## src/rtl/tmr_pkg.sv

```systemverilog
package tmr_pkg;
  localparam int DATA_W = 8;
  localparam int NCH    = 2;
  localparam logic [2:0] ADR_MODE = 3'd0;
  localparam logic [2:0] ADR_CTRL = 3'd1;
  localparam int         ADR_CNT_BASE = 2;

  typedef enum logic [1:0] {
    MD_PRE13   = 2'd0,
    MD_FULL16  = 2'd1,
    MD_RELOAD8 = 2'd2,
    MD_SPLIT   = 2'd3
  } tmr_mode_e;

  typedef struct packed {
    logic      gate;
    logic      ext_sel;
    tmr_mode_e mode;
  } chan_cfg_t;
endpackage

```

## src/rtl/mc_phase.sv

```systemverilog
module mc_phase #(
  parameter int CYCLE_LEN = 12
) (
  input  logic clk,
  input  logic rst_n,
  output logic tick
);
  localparam int CW = $clog2(CYCLE_LEN);
  localparam logic [CW-1:0] LAST = CW'(CYCLE_LEN - 1);
  logic [CW-1:0] ph_q;

  always_ff @(posedge clk or negedge rst_n) begin
    if (!rst_n)         ph_q <= '0;
    else if (ph_q == LAST) ph_q <= '0;
    else                ph_q <= ph_q + CW'(1);
  end

  assign tick = (ph_q == LAST);

  assert_phase_range_R1: assert property (@(posedge clk) disable iff (!rst_n)
    ph_q <= LAST);
  assert_tick_single_R1: assert property (@(posedge clk) disable iff (!rst_n)
    tick |=> !tick);
endmodule

```

## src/rtl/fall_sampler.sv

```systemverilog
module fall_sampler (
  input  logic clk,
  input  logic rst_n,
  input  logic tick,
  input  logic pin,
  output logic fall_pend
);
  logic smp_q;

  always_ff @(posedge clk or negedge rst_n) begin
    if (!rst_n) begin
      smp_q     <= 1'b0;
      fall_pend <= 1'b0;
    end else if (tick) begin
      smp_q     <= pin;
      fall_pend <= smp_q & ~pin;
    end
  end

  assert_fall_from_low_R2: assert property (@(posedge clk) disable iff (!rst_n)
    (fall_pend && !$past(fall_pend)) |-> ($past(tick) && !$past(pin)));
  assert_fall_one_cycle_R2: assert property (@(posedge clk) disable iff (!rst_n)
    !tick |=> $stable(fall_pend));
endmodule

```

## src/rtl/tmr_channel.sv

```systemverilog
module tmr_channel
  import tmr_pkg::*;
#(
  parameter int BYTE_W = 8,
  parameter int PRE_W  = 5
) (
  input  logic              clk,
  input  logic              rst_n,
  input  logic              tick,
  input  chan_cfg_t         cfg,
  input  logic              run,
  input  logic              gate_in,
  input  logic              fall_pend,
  input  logic              alt_run,
  input  logic              freeze,
  input  logic              wr_lo,
  input  logic              wr_hi,
  input  logic [BYTE_W-1:0] wdata,
  output logic [BYTE_W-1:0] lo_q,
  output logic [BYTE_W-1:0] hi_q,
  output logic              ovf_main,
  output logic              ovf_alt
);
  localparam logic [BYTE_W-1:0]   ONE_B = BYTE_W'(1);
  localparam logic [PRE_W-1:0]    ONE_P = PRE_W'(1);
  localparam logic [2*BYTE_W-1:0] ONE_W = (2*BYTE_W)'(1);

  logic step, en, inc, alt_inc;
  logic [BYTE_W-1:0] lo_nx, hi_nx;

  assign step    = tick & (cfg.ext_sel ? fall_pend : 1'b1);
  assign en      = run & (~cfg.gate | gate_in) & ~freeze;
  assign inc     = en & step;
  assign alt_inc = tick & alt_run & (cfg.mode == MD_SPLIT);

  always_comb begin
    lo_nx    = lo_q;
    hi_nx    = hi_q;
    ovf_main = 1'b0;
    ovf_alt  = 1'b0;
    case (cfg.mode)
      MD_PRE13: if (inc) begin
        if (&lo_q[PRE_W-1:0]) begin
          lo_nx[PRE_W-1:0] = '0;
          hi_nx            = hi_q + ONE_B;
          ovf_main         = &hi_q;
        end else begin
          lo_nx[PRE_W-1:0] = lo_q[PRE_W-1:0] + ONE_P;
        end
      end
      MD_FULL16: if (inc) begin
        {hi_nx, lo_nx} = {hi_q, lo_q} + ONE_W;
        ovf_main       = &{hi_q, lo_q};
      end
      MD_RELOAD8: if (inc) begin
        if (&lo_q) begin
          lo_nx    = hi_q;
          ovf_main = 1'b1;
        end else begin
          lo_nx = lo_q + ONE_B;
        end
      end
      default: begin
        if (inc) begin
          lo_nx    = lo_q + ONE_B;
          ovf_main = &lo_q;
        end
        if (alt_inc) begin
          hi_nx   = hi_q + ONE_B;
          ovf_alt = &hi_q;
        end
      end
    endcase
    if (wr_lo) lo_nx = wdata;
    if (wr_hi) hi_nx = wdata;
    if (wr_lo | wr_hi) ovf_main = 1'b0;
    if (wr_hi) ovf_alt = 1'b0;
  end

  always_ff @(posedge clk or negedge rst_n) begin
    if (!rst_n) begin
      lo_q <= '0;
      hi_q <= '0;
    end else begin
      lo_q <= lo_nx;
      hi_q <= hi_nx;
    end
  end

  assert_stopped_holds_R9: assert property (@(posedge clk) disable iff (!rst_n)
    (!run && !wr_lo && !wr_hi && cfg.mode != MD_SPLIT) |=> ($stable(lo_q) && $stable(hi_q)));
  assert_frozen_holds_R7: assert property (@(posedge clk) disable iff (!rst_n)
    (freeze && !alt_run && !wr_lo && !wr_hi) |=> ($stable(lo_q) && $stable(hi_q)));
  assert_write_wins_R10: assert property (@(posedge clk) disable iff (!rst_n)
    wr_lo |=> (lo_q == $past(wdata)));
  assert_reload_from_hi_R5: assert property (@(posedge clk) disable iff (!rst_n)
    (cfg.mode == MD_RELOAD8 && inc && (&lo_q) && !wr_lo && !wr_hi) |=> (lo_q == $past(hi_q)));
endmodule

```

## src/rtl/dual_tmr_ctr.sv

```systemverilog
module dual_tmr_ctr
  import tmr_pkg::*;
#(
  parameter int CYCLE_LEN = 12,
  parameter int PRE_W     = 5
) (
  input  logic              clk,
  input  logic              rst_n,
  input  logic              bus_wr,
  input  logic [2:0]        bus_addr,
  input  logic [DATA_W-1:0] bus_wdata,
  output logic [DATA_W-1:0] bus_rdata,
  input  logic [NCH-1:0]    cnt_pin,
  input  logic [NCH-1:0]    gate_pin,
  output logic [NCH-1:0]    ovf_flag
);
  localparam int NIB = DATA_W / NCH;

  logic                 tick;
  logic [DATA_W-1:0]    mode_q;
  logic [NCH-1:0]       run_q, flag_q;
  logic [NCH-1:0]       fall_pend, ovf_main, ovf_alt;
  logic [DATA_W-1:0]    lo_q [NCH];
  logic [DATA_W-1:0]    hi_q [NCH];
  logic                 ctrl_wr, split_any;
  chan_cfg_t            cfg  [NCH];

  mc_phase #(.CYCLE_LEN(CYCLE_LEN)) u_phase (.clk(clk), .rst_n(rst_n), .tick(tick));

  assign ctrl_wr   = bus_wr && (bus_addr == ADR_CTRL);
  assign split_any = (cfg[0].mode == MD_SPLIT) || (cfg[1].mode == MD_SPLIT);

  for (genvar g = 0; g < NCH; g++) begin : g_ch
    logic wr_lo, wr_hi;
    assign cfg[g] = chan_cfg_t'(mode_q[g*NIB +: NIB]);
    assign wr_lo  = bus_wr && (bus_addr == 3'(ADR_CNT_BASE + 2*g));
    assign wr_hi  = bus_wr && (bus_addr == 3'(ADR_CNT_BASE + 2*g + 1));

    fall_sampler u_smp (
      .clk(clk), .rst_n(rst_n), .tick(tick), .pin(cnt_pin[g]), .fall_pend(fall_pend[g])
    );

    tmr_channel #(.BYTE_W(DATA_W), .PRE_W(PRE_W)) u_ch (
      .clk(clk), .rst_n(rst_n), .tick(tick), .cfg(cfg[g]),
      .run(run_q[g]), .gate_in(gate_pin[g]), .fall_pend(fall_pend[g]),
      .alt_run((g == 0) ? run_q[1] : 1'b0),
      .freeze((g == 0) ? 1'b0 : split_any),
      .wr_lo(wr_lo), .wr_hi(wr_hi), .wdata(bus_wdata),
      .lo_q(lo_q[g]), .hi_q(hi_q[g]),
      .ovf_main(ovf_main[g]), .ovf_alt(ovf_alt[g])
    );

    always_ff @(posedge clk or negedge rst_n) begin
      if (!rst_n)                         flag_q[g] <= 1'b0;
      else if (ctrl_wr)                   flag_q[g] <= bus_wdata[NCH + g];
      else if (ovf_main[g] | ovf_alt[NCH-1-g]) flag_q[g] <= 1'b1;
    end

    assert_flag_on_wrap_R4: assert property (@(posedge clk) disable iff (!rst_n)
      (ovf_main[g] && !ctrl_wr) |=> flag_q[g]);
  end

  always_ff @(posedge clk or negedge rst_n) begin
    if (!rst_n) begin
      mode_q <= '0;
      run_q  <= '0;
    end else if (bus_wr) begin
      if (bus_addr == ADR_MODE) mode_q <= bus_wdata;
      if (ctrl_wr)              run_q  <= bus_wdata[NCH-1:0];
    end
  end

  always_comb begin
    bus_rdata = '0;
    if (bus_addr == ADR_MODE) bus_rdata = mode_q;
    if (ctrl_wr || bus_addr == ADR_CTRL)
      bus_rdata = {{(DATA_W-2*NCH){1'b0}}, flag_q, run_q};
    for (int c = 0; c < NCH; c++) begin
      if (bus_addr == 3'(ADR_CNT_BASE + 2*c))     bus_rdata = lo_q[c];
      if (bus_addr == 3'(ADR_CNT_BASE + 2*c + 1)) bus_rdata = hi_q[c];
    end
  end

  assign ovf_flag = flag_q;

  assert_split_flag1_R6: assert property (@(posedge clk) disable iff (!rst_n)
    (ovf_alt[0] && !ctrl_wr) |=> flag_q[1]);
endmodule

```

## config.mk

```make
export PLATFORM = sky130hd
export DESIGN_NAME = dual_tmr_ctr
export DESIGN_NICKNAME = d
export VERILOG_FILES = /design/src/rtl/tmr_pkg.sv /design/src/rtl/mc_phase.sv /design/src/rtl/fall_sampler.sv /design/src/rtl/tmr_channel.sv /design/src/rtl/dual_tmr_ctr.sv
export SDC_FILE = /design/constraint.sdc
export NUM_CORES = 1
export LEC_CHECK = 0
export BUFFER_PORTS_ARGS = -buffer_cell sky130_fd_sc_hd__buf_2
export CORE_UTILIZATION = 30
export CTS_CLUSTER_DIAMETER = 60
export DETAILED_ROUTE_END_ITERATION = 7
export PLACE_DENSITY = 0.41
export SLEW_MARGIN = 20
export SYNTH_ARGS = -nofsm -noshare
export SYNTH_HDL_FRONTEND = slang
export SYNTH_SLANG_ARGS = --single-unit
```

## constraint.sdc

```tcl
create_clock -name clk -period 2.5 [get_ports clk]
set_input_delay 0.125 -clock clk [delete_from_list [all_inputs] [get_ports clk]]
set_output_delay 0.125 -clock clk [all_outputs]
set_load 0.01 [all_outputs]
```

==> flow_metrics.env <==
export IMPL_post_dp_hpwl_um=9800
export IMPL_synth_seq_cells=52
export IMPL_synth_largest_area_cell="dfrtp_1"
export IMPL_numCtsBuffers=5
export IMPL_clock_power_share_pct=21.3
export IMPL_wl_um=13040
export IMPL_syn_num_nets=479
export IMPL_leakage_nw=1.790
export IMPL_maxSlewHeadroom_pct=53.26
export IMPL_synth_main_ff_cell="dfrtp_1"
export IMPL_required_ns=2.71
export IMPL_netlist_top_cells_area="dfrtp_1, ha_1, nand2_1, nor2_1, o21ai_0"
export IMPL_drt_iter0_drc=254
export IMPL_p_switching_w=0.001431
export IMPL_fillers=1322
export IMPL_fp_row_count=40
export IMPL_ir_drop_v=0.0002764
export IMPL_postRouteAntennaNets=0
export IMPL_grt_pass1_vias=3421
export IMPL_synth_common_cells="dfrtp_1, nand2_1, nor2_1"
export IMPL_power_frac_comb_pct=38.0
export IMPL_synth_top_area_share_pct=34.11
export IMPL_layout_drive_gt1_share_pct=16.67
export IMPL_fmax_mhz=423.0
export IMPL_vias_per_cell=5.443
export IMPL_setup_tns_final_ns=0
export IMPL_finalInstanceArea_um2=4368
export IMPL_rrSetupSlack_ns=0.14
export IMPL_io_buffers=27
export IMPL_cts_tree="built"
export IMPL_avgSynthCellArea_um2=8.573
export IMPL_async_flop_share_pct=100.0
export IMPL_synth_edf_count=0
export IMPL_skew_ns=0.009258
export IMPL_synthesis_area_um2=3815
export IMPL_crit_path_end_kind="flop"
export IMPL_status="finished clean"
export IMPL_floorplan_initialDensity_pct=31.24
export IMPL_grt_overflow=0
export IMPL_io_pins=28
export IMPL_critPathMaxFanout=7
export IMPL_numClockSinks=52
export IMPL_min_period_ns=2.364
export IMPL_crit_arrival_ns=2.58
export IMPL_p_sw_share_pct=41.75
export IMPL_grt_max_degree=29
export IMPL_maxCapViolCount=0
export IMPL_gp_congestion=0.8780
export IMPL_fp_dieW_um=114.8
export IMPL_fin_nets=513
export IMPL_min_path_type="input pin to flop"
export IMPL_postCtsSetupRepairBufs=0
export IMPL_grt_pass1_wl_um=20410
export IMPL_htree_levels=2
export IMPL_path_class="flop to flop"
export IMPL_p_int_w=0.001996
export IMPL_cellPowerDensity_nw_per_um2=784.5
export IMPL_yosysMostFrequentCell="dfrtp_1"
export IMPL_syn_to_final_growth_pct=14.50
export IMPL_antenna_cells=0
export IMPL_synth_cell_types=59
export IMPL_dr_pass1_iters=5
export IMPL_dp_cells=639
export IMPL_antenna_found_initial=0
export IMPL_fin_crit_sh_pct=94.56
export IMPL_yosysSeqAreaShare_pct=34.11
export IMPL_coreArea_um2=12210
export IMPL_drc=0
export IMPL_dpl_cell_area_um2=4212
export IMPL_tightest_slew_ns=0.7011
export IMPL_rsz0062_at_grt="no"
export IMPL_syn_instance_count=445
export IMPL_yosysWarnings=0
export IMPL_clk_pin_slew_ns=0.08
export IMPL_grt_usage_pct=21.15
export IMPL_clock_latency_ns=0.31
export IMPL_cts_root_buf="clkbuf_16"
export IMPL_wire_per_inst_um=20.12
export IMPL_startpoint_type="flop"
export IMPL_dieArea_um2=13170
export IMPL_final_cells=648
export IMPL_finalSetupViolCount=0
export IMPL_hold_viol=0
export IMPL_drv_slew=0
export IMPL_max_clock_path_buffers=2
export IMPL_p_seq_share_pct=40.7
export IMPL_die_h_um=114.8
export IMPL_vias=3527
-- placed cells by master, fill, tap and decap left out, drive strengths merged, types with 11 or more instances in the layout --
master	n
dfrtp	52
mux2i	11
nor2	48
xnor2	12
o21ai	33
ha	16
nand3	14
nand2	49
a31oi	13
inv	13
buf	45
nand2b	12
mux2	11
a211oi	14
a21oi	13
-- critical path: stages, from the launching register on --
cell      delay (ns)
dfrtp_1         0.43
ha_1            0.24
and3_1          0.17
ha_1            0.19
nor2b_1         0.07
or3_1           0.43
or3_1           0.45
o311ai_1        0.28
-- flip-flops by register name, summed over array words and instances (netlist names) --
name                  flops
g_ch.u_ch.hi_q           16
g_ch.u_ch.lo_q           16
g_ch.u_smp.fall_pend      2
g_ch.u_smp.smp_q          2
mode_q                    8
ovf_flag                  2
run_q                     2
u_phase.ph_q              4
-- final timing paths --
kind,from,to,cells after the start
worst max register to register,g_ch[0].u_ch.lo_q[1],g_ch[0].u_ch.hi_q[4],7
worst max-delay path,g_ch[0].u_ch.lo_q[1],g_ch[0].u_ch.hi_q[4],7
worst min register to register,u_phase.ph_q[0],u_phase.ph_q[0],1
max in group asynchronous,rst_n,g_ch[0].u_ch.lo_q[0],3
worst min-delay path,cnt_pin[0],g_ch[0].u_smp.smp_q,3
min in group asynchronous,rst_n,g_ch[0].u_ch.lo_q[5],2
-- routing by layer --
layer  global-route usage (%)  part of all wire, %
met4                    7.186                  2.1
met3                    3.216                  4.6
met2                    30.22                   42
met1                    32.13                   51
met5                        0                    0
-- timing repair --
item / in CTS / in global routing
endpoints found under the setup margin: 0 / 1
hold buffers: 1 / 0
hold endpoints to repair: 26 / 0
gates resized for setup: 0 / 1
-- power groups by stage --
stage               Sequential [W]  Clock, W  Combinational [W]
CTS                        0.00139  0.000766            0.00130
floorplan                  0.00127         0           0.000930
detailed placement         0.00140         0            0.00128
global placement           0.00141         0            0.00129
finish                     0.00140  0.000729            0.00130
global route               0.00144  0.000785            0.00144
-- final cells by class --
class / instances / area (um2) / area share [%]
clock buffers: 6 / 128.9 / 2.950
clock inverters: 2 / 16.27 / 0.3724
inverters: 13 / 48.80 / 1.117
multi-input cells: 361 / 2381 / 54.51
flip-flops and latches: 52 / 1303 / 29.82
well taps: 168 / 210.2 / 4.812
repair buffers: 46 / 280.3 / 6.417
-- stage by stage --
| stage | util, % | hold slack [ns] | setup slack [ns] | power [W] |
|---|---|---|---|---|
| 2_1_floorplan | - | -0.1706 | 0.3080 | 0.002196 |
| 3_3_place_gp | 34.49 | 0.2171 | 0.1854 | 0.002699 |
| 3_5_place_dp | 34.49 | 0.2165 | 0.1766 | 0.002685 |
| 4_1_cts | 35.76 | 0.001982 | 0.1441 | 0.003451 |
| 5_1_grt | 35.77 | 0.02589 | 0.007359 | 0.003663 |
| 6_report | 35.77 | 0.01219 | 0.1360 | 0.003427 |
-- logic make-up after synthesis --
group | count (synthesis) | share of synthesized area [%]
fa+ha+maj | 16 | 5.248
xor+xnor | 19 | 4.362
buf+inv | 32 | 3.477
flops | 52 | 34.11
compound gates | 115 | 19.78
simple gates | 188 | 26.30
mux | 23 | 6.724
(Power assumes the default switching activity.)
